File: config.mk
export PLATFORM = sky130hd
export DESIGN_NAME = cache_tag_lru
export DESIGN_NICKNAME = d
export VERILOG_FILES = /design/src/rtl/cache_tag_lru.sv
export SDC_FILE = /design/constraint.sdc
export NUM_CORES = 1
export LEC_CHECK = 0
export ABC_AREA = 1
export BUFFER_PORTS_ARGS = -buffer_cell sky130_fd_sc_hd__buf_4
export CORE_UTILIZATION = 35
export CTS_CLUSTER_DIAMETER = 150
export DETAILED_ROUTE_END_ITERATION = 8
export HOLD_SLACK_MARGIN = 0.12
export MAX_ROUTING_LAYER = met4
export RECOVER_POWER = 50
export SLEW_MARGIN = 30
export SYNTH_ARGS = -nofsm -noshare
export SYNTH_HDL_FRONTEND = slang
export SYNTH_SLANG_ARGS = --single-unit
File: constraint.sdc
create_clock -name clk -period 5.21 [get_ports clk]
set_input_delay 0.7815 -clock clk [delete_from_list [all_inputs] [get_ports clk]]
set_output_delay 0.7815 -clock clk [all_outputs]
set_load 0.02 [all_outputs]
File: src/rtl/cache_tag_lru.sv
module cache_tag_lru #(
  parameter int ADDR_W   = 32,
  parameter int SET_BITS = 2,
  parameter int WAYS     = 4,
  parameter int OFF_BITS = 4,
  parameter int CNT_W    = 32
) (
  input  logic              clk,
  input  logic              rst,
  input  logic              in_valid,
  output logic              in_ready,
  input  logic [1:0]        in_op,
  input  logic [ADDR_W-1:0] in_addr,
  output logic              res_valid,
  output logic              res_hit,
  output logic              res_miss,
  output logic              res_evict,
  output logic [CNT_W-1:0]  hit_cnt,
  output logic [CNT_W-1:0]  miss_cnt,
  output logic [CNT_W-1:0]  evict_cnt,
  output logic [CNT_W-1:0]  access_cnt
);
  localparam int SETS   = 1 << SET_BITS;
  localparam int SIDX_W = (SET_BITS > 0) ? SET_BITS : 1;
  localparam int TAG_W  = ADDR_W - SET_BITS - OFF_BITS;
  localparam int WAY_W  = (WAYS > 1) ? $clog2(WAYS) : 1;
  localparam logic [1:0] OP_FETCH = 2'd0;
  localparam logic [1:0] OP_MOD   = 2'd3;

  logic             vld  [SETS][WAYS];
  logic [TAG_W-1:0] tags [SETS][WAYS];
  logic [WAY_W-1:0] age  [SETS][WAYS];

  logic              pend;
  logic [ADDR_W-1:0] pend_addr;
  logic              take, go;
  logic [ADDR_W-1:0] acc_addr;
  logic [SIDX_W-1:0] set_i;
  logic [TAG_W-1:0]  tag_i;
  logic              hit, have_inv, evict;
  logic [WAY_W-1:0]  hit_way, inv_way, lru_way, way_sel;

  assign in_ready = !pend;
  assign take     = in_valid && in_ready;
  assign go       = pend || (take && in_op != OP_FETCH);
  assign acc_addr = pend ? pend_addr : in_addr;
  assign set_i    = (SET_BITS > 0) ? acc_addr[OFF_BITS +: SIDX_W] : '0;
  assign tag_i    = acc_addr[ADDR_W-1 -: TAG_W];

  always_comb begin
    hit = 1'b0; hit_way = '0;
    have_inv = 1'b0; inv_way = '0;
    lru_way = '0;
    for (int w = 0; w < WAYS; w++)
      if (vld[set_i][w] && tags[set_i][w] == tag_i) begin
        hit = 1'b1; hit_way = WAY_W'(w);
      end
    for (int w = WAYS - 1; w >= 0; w--)
      if (!vld[set_i][w]) begin
        have_inv = 1'b1; inv_way = WAY_W'(w);
      end
    for (int w = 0; w < WAYS; w++)
      if (age[set_i][w] == WAY_W'(WAYS - 1)) lru_way = WAY_W'(w);
  end

  assign way_sel = hit ? hit_way : (have_inv ? inv_way : lru_way);
  assign evict   = !hit && !have_inv;

  always_ff @(posedge clk) begin
    if (rst) begin
      for (int s = 0; s < SETS; s++)
        for (int w = 0; w < WAYS; w++) begin
          vld[s][w] <= 1'b0;
          tags[s][w] <= '0;
          age[s][w] <= WAY_W'(w);
        end
    end else if (go) begin
      vld[set_i][way_sel]  <= 1'b1;
      tags[set_i][way_sel] <= tag_i;
      for (int w = 0; w < WAYS; w++)
        if (WAY_W'(w) == way_sel) age[set_i][w] <= '0;
        else if (age[set_i][w] < age[set_i][way_sel]) age[set_i][w] <= age[set_i][w] + 1'b1;
    end
  end

  always_ff @(posedge clk) begin
    if (rst) begin
      pend <= 1'b0; pend_addr <= '0;
      res_valid <= 1'b0; res_hit <= 1'b0; res_miss <= 1'b0; res_evict <= 1'b0;
      hit_cnt <= '0; miss_cnt <= '0; evict_cnt <= '0; access_cnt <= '0;
    end else begin
      pend <= take && in_op == OP_MOD;
      if (take) pend_addr <= in_addr;
      res_valid <= go;
      res_hit   <= go && hit;
      res_miss  <= go && !hit;
      res_evict <= go && evict;
      if (go) begin
        access_cnt <= access_cnt + 1'b1;
        if (hit) hit_cnt <= hit_cnt + 1'b1;
        else miss_cnt <= miss_cnt + 1'b1;
        if (evict) evict_cnt <= evict_cnt + 1'b1;
      end
    end
  end

  assert_one_outcome_R2: assert property (@(posedge clk) disable iff (rst)
    res_valid |-> (res_hit != res_miss));
  assert_evict_is_miss_R4: assert property (@(posedge clk) disable iff (rst)
    res_evict |-> (res_miss && res_valid));
  assert_modify_stall_R6: assert property (@(posedge clk) disable iff (rst)
    (in_valid && in_ready && in_op == OP_MOD) |=> !in_ready);
  assert_modify_store_hits_R6: assert property (@(posedge clk) disable iff (rst)
    !in_ready |=> (res_valid && res_hit));
  assert_fetch_quiet_R7: assert property (@(posedge clk) disable iff (rst)
    (in_valid && in_ready && in_op == OP_FETCH) |=>
      (!res_valid && $stable(access_cnt) && $stable(hit_cnt) && $stable(miss_cnt) && $stable(evict_cnt)));
  assert_access_count_R9: assert property (@(posedge clk) disable iff (rst)
    res_valid |-> (access_cnt == $past(access_cnt) + CNT_W'(1)));
  assert_miss_count_R9: assert property (@(posedge clk) disable iff (rst)
    res_miss |-> (miss_cnt == $past(miss_cnt) + CNT_W'(1)));
endmodule

-- Yosys cells after proc, flatten, opt, wreduce, memory -nomap -nowiden
Memories as Yosys holds them, arrays and structs flattened.
Cells that the tools add are included.
- $add $sub $neg: 8
- order comparisons: 6
- eq/ne operators: 11
- muxes and demuxes: 83
- bitwise gates (word level): 6
- reductions and logical operators: 24
- operators by type and width (kind ; number):
    $mux W104 ; 3
    $add A32 B1 Y32 const B ; 4
    $eq A26 B26 Y1 ; 4
    $reduce_or A104 Y1 ; 1
    $demux W26 S2 ; 1
    $mux W1 ; 51
    $mux W2 ; 19
    $mux W32 ; 1
    $mux W26 ; 1
    $mux W4 ; 4
    $logic_and A1 B1 Y1 ; 12
    $add A2 B1 Y2 const B ; 4
    $eq A2 B2 Y1 const B ; 4
    $lt A2 B2 Y1 ; 4
    $mux W8 ; 1
    $reduce_or A8 Y1 ; 1
    $reduce_and A2 Y1 ; 3
    $bmux W2 S2 ; 1
    $eq A2 B2 Y1 const A ; 2
    $or A1 B1 Y1 ; 4
    $reduce_or A4 Y1 ; 1
    $ge A3 B3 Y1 const B ; 1
    $logic_not A1 Y1 ; 3
    $lt A3 B1 Y1 const B ; 1
    7 further kinds ; 7
- register bits after elaboration: 165
- memory bits (writable): 464
- input port bits: 37
- output and inout bits: 133
- memories kept: 3
- memory list (memory ; depth ; bits a word ; rd ports ; clocked after memory_dff ; write ports ; line ; text):
    tags ; 4 ; 104 ; 1 ; 0 ; 4 ; 31 ; logic [TAG_W-1:0] tags [SETS][WAYS];
    age ; 4 ; 8 ; 1 ; 0 ; 4 ; 32 ; logic [WAY_W-1:0] age [SETS][WAYS];
    vld ; 4 ; 4 ; 1 ; 0 ; 4 ; 30 ; logic vld [SETS][WAYS];

-- Depth between registers and ports, before layout
An unclocked memory read counts as a cell.
- depth in word-level cells: 22
- mapped depth: 30
- mapped depth without buffers: 27

-- Worst setup path before layout
OpenSTA, ideal clock, no wires.
- path type: input to register
- start: input in_addr[4]
- end: memory tags[1][52] in the netlist's numbering, enable pin
- library setup time: 383 ps
- arrival time: 3891 ps
- data required time: 4827 ps
- setup slack: 936 ps
- stages: 20
- path through: inv_1 -> nand2_1 -> nand2_4 -> buf_6 -> buf_4 -> nor2_1 -> clkbuf_1 -> a22oi_1 -> and2_1 -> inv_1 -> ha_1 -> a21oi_1 -> a21oi_1 -> nand3_4 -> nand2_4 -> nand2_1 -> nor2_2 -> nand2_1 -> buf_2 -> nand2_1
- RTL lines (element ; line ; text):
    start: declaration ; 13 ; input logic [ADDR_W-1:0] in_addr,
    end: declaration ; 31 ;

==> flow_metrics.env <==
export IMPL_outcome="finished, violations left"
export IMPL_failed_checks="max-capacitance violations, max-slew violations"
export IMPL_grt_start_max_net_pins=109
export IMPL_num_rows=109
export IMPL_path_clk_slew_ps=60
export IMPL_vdd_drop_max_uv=204
export IMPL_drt_iter0_drc=2436
export IMPL_placed_cell_area_um2=34600
export IMPL_leakage_nw=15.5
export IMPL_multiInputGateArea_um2=12500
export IMPL_synthFlopType="edfxtp_1"
export IMPL_finalPower_mw=11.7
export IMPL_cts_max_path_buffers=3
export IMPL_drc=0
export IMPL_ctsHoldBuffers=0
export IMPL_slowest_delay_ps=760
export IMPL_synthCells=3983
export IMPL_cap_violations=2
export IMPL_stdcell_area_um2=36200
export IMPL_grt_pass1_wl_um=150000
export IMPL_relSlewSlack=-0.434
export IMPL_synthTopCellsByCount="1506 x nand2_1, 676 x nor2_1, 448 x edfxtp_1"
export IMPL_viasPerCell=5.04
export IMPL_synth_nets=4027
export IMPL_cts_sinks=625
export IMPL_fin_skew_ps=33.0
export IMPL_htreeDepth=3
export IMPL_critPathKind="reg -> reg"
export IMPL_met2_length_um=45900
export IMPL_cp_end_kind="register"
export IMPL_ys_types=53
export IMPL_die_area_um2=91200
export IMPL_tightest_slew_ps=2150
export IMPL_wl_per_cell_um=18.6
export IMPL_drv_slew=148
export IMPL_ys_warn_count=0
export IMPL_synth_area_leader_cell="edfxtp_1"
export IMPL_wl_met1_um=42200
export IMPL_drtAntennaViolNets=0
export IMPL_synth_edf_count=448
export IMPL_hold_viol=0
export IMPL_syn_area_per_cell_um2=7.91
export IMPL_dr_pass1_iters=7
export IMPL_fmax_ghz=0.210
export IMPL_reg2reg_from="pend"
export IMPL_cpMaxStageDelayCell="dfxtp_2"
export IMPL_die_w_um=302
export IMPL_min_path_type="in -> reg"
export IMPL_ys_seq_area_frac=0.539
export IMPL_top_layer="met4"
export IMPL_cts_made_buffers=68
export IMPL_start_util=0.355
export IMPL_postCtsSetupRepairBufs=0
export IMPL_hold_slack_ps=425
export IMPL_fin_crit_sh=0.913
export IMPL_gp_congestion=0.948
export IMPL_path_cells="nand2_1, nand2_8, buf_12, nand2_1, nand2_1, nand2_1, nand2_1, nand2_1, nand2_1, nand3_1, nor2_1, nand3_1, inv_1, nand2_1, a21oi_4, nand4_1, or2_0, nand2_1, buf_12"
export IMPL_rsz0062_at_grt="no"
export IMPL_io_buffers=165
export IMPL_grt_use_total=0.223
export IMPL_regArea_um2=17000
export IMPL_wl_met3_um=7500
export IMPL_synth_area_um2=31500
export IMPL_path_common_cell="nand2_1"
export IMPL_totalWireLength_um=100000
export IMPL_nets=4207
export IMPL_synth_most_common_cell="nand2_1"
export IMPL_finalSetupTns_ps=0
export IMPL_synth_top_area_share=0.427
export IMPL_cts_resized=0
export IMPL_core_um2=88800
export IMPL_critPathLaunchType="register"
export IMPL_io_pins=170
export IMPL_async_reset_ff_frac=0
export IMPL_critPathLaunch="pend"
export IMPL_yosys_register_bits=625
export IMPL_fillCellCount=9155
export IMPL_clk_latency_ps=620
export IMPL_finalSetupViolCount=0
export IMPL_worstHoldStart="in_addr[10]"
export IMPL_p_per_area_nw_per_um2=324
export IMPL_dpl_hpwl_um=65600
export IMPL_cp_required_ps=5520
export IMPL_grt_pass1_vias=25145
export IMPL_syn_to_final_growth_pct=14.8
export IMPL_antenna_found_initial=0
export IMPL_final_layout_size_suffix_gt1_frac=0.0806
export IMPL_num_vias=27112
export IMPL_die_y_um=302
export IMPL_overflow=0
export IMPL_critical_path_arrival_ps=5070
export IMPL_cts_tree="done"
export IMPL_fin_crit_ps=4760
export IMPL_cts_root_buf="clkbuf_16"
export IMPL_synth_area_leaders="edfxtp_1 43%, nand2_1 18%, dfxtp_1 11%, nor2_1 8.1%, nand3_1 4.1%"
export IMPL_crit_fanout=69
metal layers:
metal  GRT usage  vias to the layer above
met5           -                        -
met4      0.0913                        0
met3      0.0319                      171
met2       0.349                      967
met1       0.288                    12756
li1            -                    13218
cells in the final DEF (no fill, tap or decap), types with 11 or more instances in the layout:
cell,instances
nand2_2,11
a21oi_1,104
a22oi_1,11
dfxtp_1,176
nor2_1,678
clkbuf_1,154
clkinv_1,11
clkbuf_16,69
o21ai_2,20
nor4_1,18
buf_12,25
nand4_1,39
buf_4,143
o21ai_0,100
inv_1,235
nor3_1,40
nand3_1,256
clkinv_2,11
edfxtp_1,448
xor2_1,24
nand2_1,1509
registers in the layout, indices dropped and copies added (netlist names), 16 cells and up:
signal,flops
tags,416
access_cnt,32
age,32
evict_cnt,32
hit_cnt,32
miss_cnt,32
pend_addr,28
vld,16
where the power goes:
group	internal [mW]	total [mW]	switching, mW
clock network	2.81	4.88	2.07
registers	5.47	5.52	0.0490
logic	0.368	1.30	0.936
total	8.65	11.7	3.06
per-stage QoR:
stage                     std cells  setup WS (ps)  utilization
after global routing           5382           76.4        0.407
final                          5383            453        0.408
after detailed placement       5258            618        0.389
after floorplan                3983            936            -
after CTS                      5382            575        0.414
after global placement         5258            624        0.389
final cells by class:
class | count | area share
antenna | 1 | 0.0000692
multi-input combinational | 2911 | 0.345
clock buffer | 91 | 0.0511
tap | 1165 | 0.0403
inverter | 244 | 0.0254
sequential | 625 | 0.470
timing repair buffer | 313 | 0.0590
clock inverter | 33 | 0.00948
worst paths after layout:
kind	end	slack, ps	cells after the start
setup / recovery	tags[1][46]	450	19
hold / removal	pend_addr[10]	430	3
setup reg to reg	tags[1][46]	450	19
hold reg to reg	vld[3][3]	450	2
worst max-delay path: cells and delay by family, from the launching register on:
| kind | cells | cell delay [ps] |
|---|---|---|
| buffers and inverters | 3 | 680 |
| AND/OR/NAND/NOR | 15 | 2590 |
| AO/OA/AOI/OAI | 1 | 310 |
| flip-flops | 1 | 760 |
cells by family (layout without fill, tap and decap cells):
group / after synthesis / count (layout) / synth area share
other: 0 / 1 / 0
buffers and inverters: 447 / 681 / 0.0642
flip-flops: 625 / 625 / 0.539
AND/OR/NAND/NOR: 2603 / 2603 / 0.336
XOR/XNOR: 29 / 29 / 0.00806
AO/OA/AOI/OAI: 272 / 272 / 0.0493
adder cells (fa/ha/maj): 7 / 7 / 0.00278
No activity file was read; power rests on OpenSTA's default activity.
